## config.mk

```make
export PLATFORM = sky130hd
export DESIGN_NAME = cardslot_stat_regs
export DESIGN_NICKNAME = d
export VERILOG_FILES = /design/src/rtl/cardslot_pkg.sv /design/src/rtl/cardslot_addr_dec.sv /design/src/rtl/cardslot_ins_fsm.sv /design/src/rtl/cardslot_rsp.sv /design/src/rtl/cardslot_stat_regs.sv
export SDC_FILE = /design/constraint.sdc
export NUM_CORES = 1
export LEC_CHECK = 0
export BUFFER_PORTS_ARGS = -buffer_cell sky130_fd_sc_hd__buf_2
export CORE_ASPECT_RATIO = 0.9
export CORE_MARGIN = 3
export CORE_UTILIZATION = 28
export CTS_CLUSTER_SIZE = 8
export DETAILED_ROUTE_END_ITERATION = 12
export PLACE_DENSITY = 0.84
export SYNTH_ARGS = -nofsm -noshare
export SYNTH_HDL_FRONTEND = slang
export SYNTH_SLANG_ARGS = --single-unit
```

## constraint.sdc

```tcl
create_clock -name clk -period 0.8 [get_ports clk]
set_input_delay 0.16 -clock clk [delete_from_list [all_inputs] [get_ports clk]]
set_output_delay 0.16 -clock clk [all_outputs]
set_load 0.01 [all_outputs]
```

## src/rtl/cardslot_pkg.sv

```systemverilog
package cardslot_pkg;

    // Register word selected by the low two index bits.
    typedef enum logic [1:0] {
        SEL_IDENT = 2'd0,
        SEL_NULL  = 2'd1,
        SEL_STAT  = 2'd2,
        SEL_CONST = 2'd3
    } cs_sel_e;

    // Insertion event tracker.
    typedef enum logic {
        ST_CLEAR   = 1'b0,
        ST_PENDING = 1'b1
    } cs_ins_state_e;

    // Bit positions inside the status word; software decodes these.
    localparam int unsigned WP_POS  = 0;
    localparam int unsigned INS_POS = 3;

endpackage

```

## src/rtl/cardslot_addr_dec.sv

```systemverilog
module cardslot_addr_dec
    import cardslot_pkg::*;
#(
    parameter int unsigned IDX_W  = 8,
    parameter int unsigned DATA_W = 32
) (
    input  logic              req_valid,
    input  logic              req_write,
    input  logic [IDX_W-1:0]  req_idx,
    input  logic [DATA_W-1:0] req_wdata,
    output cs_sel_e           sel_o,
    output logic              rd_en_o,
    output logic              ack_o,
    output logic              bad_o
);

    localparam logic [DATA_W-1:0] INS_MASK = DATA_W'(1) << INS_POS;

    logic in_window;
    logic wr_stat;

    always_comb begin
        in_window = (req_idx >> 2) == '0;
        sel_o     = cs_sel_e'(req_idx[1:0]);
        rd_en_o   = req_valid && !req_write && in_window;
        wr_stat   = req_valid && req_write && in_window && (sel_o == SEL_STAT);
        ack_o     = wr_stat && ((req_wdata & INS_MASK) != '0);
        // Outside the window, or a write to the read-only identity word.
        bad_o     = req_valid && (!in_window || (req_write && sel_o == SEL_IDENT));
    end

endmodule

```

## src/rtl/cardslot_ins_fsm.sv

```systemverilog
module cardslot_ins_fsm
    import cardslot_pkg::*;
(
    input  logic clk,
    input  logic rst_n,
    input  logic ins_i,
    input  logic ack_i,
    output logic pend_o
);

    cs_ins_state_e state_q;
    cs_ins_state_e state_d;

    always_ff @(posedge clk or negedge rst_n) begin
        if (!rst_n) begin
            state_q <= ST_CLEAR;
        end else begin
            state_q <= state_d;
        end
    end

    always_comb begin
        state_d = state_q;
        unique case (state_q)
            ST_CLEAR: begin
                if (ins_i) begin
                    state_d = ST_PENDING;          // T_SET
                end
            end
            ST_PENDING: begin
                if (ack_i && !ins_i) begin
                    state_d = ST_CLEAR;            // T_ACK
                end                                // else T_HOLD
            end
        endcase
    end

    always_comb begin
        pend_o = (state_q == ST_PENDING);
    end

endmodule

```

## src/rtl/cardslot_rsp.sv

```systemverilog
module cardslot_rsp
    import cardslot_pkg::*;
#(
    parameter int unsigned       DATA_W    = 32,
    parameter logic [DATA_W-1:0] ID_WORD   = 32'h4103_4003,
    parameter logic [DATA_W-1:0] CONST_WORD = 32'h0000_0011
) (
    input  logic              clk,
    input  logic              rst_n,
    input  cs_sel_e           sel_i,
    input  logic              rd_en_i,
    input  logic              bad_i,
    input  logic              wp_i,
    input  logic              pend_i,
    output logic [DATA_W-1:0] rdata_o,
    output logic              err_o
);

    logic [DATA_W-1:0] stat_word;
    logic [DATA_W-1:0] word_d;

    always_comb begin
        stat_word          = '0;
        stat_word[WP_POS]  = wp_i;
        stat_word[INS_POS] = pend_i;
        unique case (sel_i)
            SEL_IDENT: word_d = ID_WORD;
            SEL_NULL:  word_d = '0;
            SEL_STAT:  word_d = stat_word;
            SEL_CONST: word_d = CONST_WORD;
        endcase
    end

    always_ff @(posedge clk or negedge rst_n) begin
        if (!rst_n) begin
            rdata_o <= '0;
            err_o   <= 1'b0;
        end else begin
            rdata_o <= rd_en_i ? word_d : '0;
            err_o   <= bad_i;
        end
    end

endmodule

```

## src/rtl/cardslot_stat_regs.sv

```systemverilog
module cardslot_stat_regs
    import cardslot_pkg::*;
#(
    parameter int unsigned IDX_W      = 8,
    parameter logic [31:0] ID_WORD    = 32'h4103_4003,
    parameter logic [31:0] CONST_WORD = 32'h0000_0011
) (
    input  logic             clk,
    input  logic             rst_n,
    input  logic             req_valid,
    input  logic             req_write,
    input  logic [IDX_W-1:0] req_idx,
    input  logic [31:0]      req_wdata,
    input  logic             wp_lvl_i,
    input  logic             ins_evt_i,
    output logic [31:0]      rsp_rdata,
    output logic             rsp_err,
    output logic             irq_o
);

    localparam int unsigned DATA_W = 32;

    cs_sel_e sel;
    logic    rd_en;
    logic    ack;
    logic    bad;
    logic    pend;

    cardslot_addr_dec #(
        .IDX_W  (IDX_W),
        .DATA_W (DATA_W)
    ) u_dec (
        .req_valid (req_valid),
        .req_write (req_write),
        .req_idx   (req_idx),
        .req_wdata (req_wdata),
        .sel_o     (sel),
        .rd_en_o   (rd_en),
        .ack_o     (ack),
        .bad_o     (bad)
    );

    cardslot_ins_fsm u_fsm (
        .clk    (clk),
        .rst_n  (rst_n),
        .ins_i  (ins_evt_i),
        .ack_i  (ack),
        .pend_o (pend)
    );

    cardslot_rsp #(
        .DATA_W     (DATA_W),
        .ID_WORD    (ID_WORD),
        .CONST_WORD (CONST_WORD)
    ) u_rsp (
        .clk     (clk),
        .rst_n   (rst_n),
        .sel_i   (sel),
        .rd_en_i (rd_en),
        .bad_i   (bad),
        .wp_i    (wp_lvl_i),
        .pend_i  (pend),
        .rdata_o (rsp_rdata),
        .err_o   (rsp_err)
    );

    assign irq_o = pend;

endmodule

```

Yosys cells after proc, flatten, opt, wreduce, memory -nomap -nowiden --
Index checks and enable logic that the tools add are counted.
Operators by class: equal/unequal tests 3, reductions and logical operators 15, mux-type cells 5, bitwise operators 1
Operator list (number):
- $pmux W32 S4 | 1
- $mux W32 | 1
- $logic_and A1 B1 Y1 | 9
- $logic_not A8 Y1 | 1
- $eq A2 B2 Y1 const B | 2
- $logic_not A1 Y1 | 3
- $eq A2 B1 Y1 const B | 1
- $logic_not A2 Y1 | 1
- $mux W1 | 2
- $pmux W1 S2 | 1
- $logic_or A1 B1 Y1 | 1
- $not A1 Y1 | 1
Word-level totals: input port bits 46, word-level logic and storage cells 27, register bits 34

Longest topological paths before layout --
depth in word-level cells 7, gate-level depth with buffers 3, depth with buffers taken out 3

Cells and area by module --
A second synthesis with hierarchy kept.
Unflattened totals: cells, all modules 53, area total of the unflattened synthesis 498.0 µm²
By module, submodules not included:
- cardslot_rsp | times used 1, area an instance 389.1 µm², cells an instance 41
- cardslot_addr_dec | times used 1, area an instance 72.6 µm², cells an instance 9
- cardslot_ins_fsm | times used 1, area an instance 36.3 µm², cells an instance 3

Worst setup path after synthesis --
OpenSTA, ideal clock, no wires.
path type input to register, start point in req_idx[5], end point reg u_rsp.err_o, arrival 763 ps, stages on the path 3, path slack -82 ps, path through nor4_4 nand2_1 o21a_1
Between the ends: word-level cells in the longest chain between the ends 4
Ends and longest elaborated chain:
- from (decl) | line cardslot_stat_regs.sv:12 | input logic [IDX_W-1:0] req_idx,
- $logic_not A8 Y1 | line cardslot_addr_dec.sv:23 | in_window = (req_idx >> 2) == '0;
- $logic_not A1 Y1 | line cardslot_addr_dec.sv:29 | bad_o = req_valid && (!in_window || (req_write && sel_o == SEL_IDENT));
- $logic_or A1 B1 Y1 | line cardslot_addr_dec.sv:29
- $logic_and A1 B1 Y1 | line cardslot_addr_dec.sv:29
- net bad | line cardslot_stat_regs.sv:26 | logic bad;
- to (signal assigned) | line cardslot_rsp.sv:40 | err_o <= bad_i;
- to (decl) | line cardslot_rsp.sv:16 | output logic err_o
The timed path passes the listed nets, and every way through them passes these cells.

==> out/qor.csv <==
stage;metric;value;unit
synthesis;most common cell in the netlist;buf_4;
place;gp weighted congestion;0.701;
synthesis;syn avg cell area;9.79;um2
synthesis;Synth warnings;0;
timing;RSZ-0062 raised after global routing;true;
timing;hold violation total from the final report;0;
synthesis;Synth Area in Simple Gates;0.229;
setup_path;critical path's largest stage delay;0.40;ns
route;router iterations before antenna repair;3;
cts;Reg clk slew, reported paths;0.04;ns
synthesis;number of enable flip-flop cells after synthesis;0;
grt;vias in the first global route;303;
timing;final cycle utilization of the critical path;1.19;
floorplanning;Starting Density;0.323;
synthesis;largest family of logic cells by synthesized area;buffers and inverters;
synthesis;Yosys top cell area share;0.413;
timing;Setup Viol. Count Final;11;
cells_and_area;Area Overhead vs Synth;20.4;%
cts;CTS buffer count;3;
cts;CTS Buffer Depth;2;
setup_path;Worst Reg-to-Reg Cells;2;
synthesis;Yosys cell types;17;
timing;Worst Skew;0.000000389;ns
setup_path;WS Path Type;flop to output port;
pwr;peak supply drop;411;uV
cts;CTS tree;yes;
cells_and_area;number of diodes;0;
synthesis;Post-Synth XOR/XNOR Area;0;
route;Avg WL per Cell;9.42;um
run_status;violated checks;setup timing;
floorplanning;Die Span Y;46.5;um
synthesis;Area contributors post-synth;buf_4, dfrtp_1, nand4b_4;
grt;initial antenna violation count;0;
setup_path;Worst setup EP type;output port;
hold_path;hold path startpoint;req_valid;
synthesis;top cell type by total area after synthesis;buf_4;
floorplanning;I/O Pins;80;
hold_path;Worst Hold Class;input pin to flop;
synthesis;top cells by count, synth;buf_4, dfrtp_1, nor2_1, nand2_1;
floorplanning;Die W;51.0;um
synthesis;Post-Syn Area;509;um2
run_status;status;finished, violations left;
synthesis;top_reg_cell synth;dfrtp_1;
pwr;P_leak;0.350;nW
synthesis;sequential-to-total area share from yosys stat;0.295;
setup_path;worst path required time;0.64;ns
setup_path;Top delay family on crit path;flip-flops;
route;routed via count;365;
grt;GRT Overall Usage;0.0792;
cts;Skew-Pair Late Insertion Delay;0.24;ns
cells_and_area;Design Area, Final;613;um2
setup_path;worst r2r dst;u_fsm.pend_o;
timing;Max Freq;1050;MHz
synthesis;#FFs+latches synth;6;
timing;Fin Hold WS;0.199;ns
place;# port buffers;25;
pwr;Final Power;0.000747;W
setup_path;Crit Path Max Fanout;6;
setup_path;CP cell instances;buf_2;
grt;largest net degree at the start of global routing;7;
timing;Max Transition Viols Final;0;
cells_and_area;Final nets;127;
route;# DRC;0;
setup_path;FF-to-FF setup slack;0.01;ns
cts;H-tree depth;1;
pwr;Pwr per Cell Area;1220;mW/mm2
setup_path;Worst path slowest cell;dfrtp_1;
grt;GR Overflow Total;0;
synthesis;gate count of the mapped netlist;52;
setup_path;WP buf/inv;1;
synthesis;compound-gate portion of the synthesized area;0.0565;
cells_and_area;share of cells above drive strength 1;0.468;
route;ANT nets after route;0;
run;max-cap check violation count;0;
cts;Clock Tree Root;clkbuf_4;
floorplanning;Core Rows;13;
setup_path;CP Launch Type;flop;
timing;final worst path period need;0.948;ns
place;Detail Placement HPWL;804;um
timing;setup TNS;-1.34;ns
route;DRT Wirelength;951;um
setup_path;critical path arrival;0.79;ns
floorplanning;die area;0.00237;mm2
hold_path;worst hold stages;2;
floorplanning;core area;0.00158;mm2
synthesis;post-synthesis mux area share;0;
hold_path;Hold Path Sink;u_rsp.err_o;
setup_path;worst r2r src;u_fsm.pend_o;
route;vias per std cell;3.61;
synthesis;adder-cell share of the synthesized area;0;
place;Post-DP Area;557;um2
synthesis;Post-synth ARST share;1.00;
cts;total clock sinks;6;
timing;worst setup margin;-0.148;ns
grt;first-pass GRT wire length;1270;um
route;Iteration-0 DRC Markers;2;
[layer usage]
metal | global-route usage | part of all wire
met1 | 0.0721 | 0.32
met2 | 0.131 | 0.53
met3 | 0.0259 | 0.12
met4 | 0.0968 | 0.021
met5 | 0 | 0
[worst max-delay path by stage]
stage / slack [ns] / cells after the start / end / startpoint
floorplan: -0.06 / 3 / u_rsp.err_o / req_idx[6]
global placement: -0.22 / 4 / u_rsp.err_o / req_idx[6]
detailed placement: -0.26 / 4 / u_rsp.err_o / req_idx[6]
CTS: -0.16 / 1 / rsp_rdata[30] / u_rsp.rdata_o[24]
global route: -0.20 / 1 / rsp_rdata[30] / u_rsp.rdata_o[24]
finish: -0.15 / 1 / rsp_rdata[16] / u_rsp.rdata_o[24]
[registers in the layout (all words and copies together), names as in the netlist]
| name | flops |
|---|---|
| u_rsp.err_o | 1 |
| u_fsm.pend_o | 1 |
| u_rsp.rdata_o | 4 |
[final cells by class]
| cell class | count | area (um2) |
|---|---|---|
| Tap cell | 22 | 27.5 |
| Timing Repair Buffer | 30 | 181 |
| Sequential cell | 6 | 150 |
| Clock buffer | 3 | 22.5 |
| Fill cell | 176 | 965 |
| Multi-Input combinational cell | 40 | 231 |
[kinds of logic (layout without fill, tap and decap cells)]
family,count (synthesis),in the layout
compound gates,3,3
buf+inv,28,33
flops,6,6
other cells,1,23
simple gates,14,14
[power by group]
| part | switching, W | internal, W | total (W) |
|---|---|---|---|
| clock | 0.000108 | 0.000170 | 0.000278 |
| sequential | 0.00000106 | 0.000307 | 0.000309 |
| combinational | 0.000100 | 0.0000606 | 0.000161 |
[worst register-to-register path: cells and delay by family, from the launching register on]
kind                   cells  cell delay [ns]
buffers and inverters      1             0.12
AOI/OAI and AO/OA          1             0.18
DFF                        1             0.38
[cell usage in the layout (no fill, tap or decap), types with 2 or more instances in the layout]
cell / n
conb_1: 23
nor2_1: 3
buf_2: 23
buf_4: 3
clkbuf_4: 3
dfrtp_1: 6
nand2_1: 2
buf_6: 3
[stage by stage]
step	instances	util	setup slack, ns
after floorplan	74	-	-0.0612
after global placement	96	0.353	-0.216
after detailed placement	96	0.353	-0.255
after CTS	101	0.382	-0.165
after global routing	101	0.389	-0.200
final	101	0.389	-0.148
[repair_timing]
| action | in CTS | in global routing |
|---|---|---|
| pin swaps | 3 | 3 |
| setup endpoints to repair | 12 | 14 |
| hold endpoints to repair | 6 | 0 |
| resized for setup | 1 | 2 |
| buffers inserted | 1 | 0 |
| hold buffers | 1 | 0 |
No activity file was read; power rests on OpenSTA's default activity.
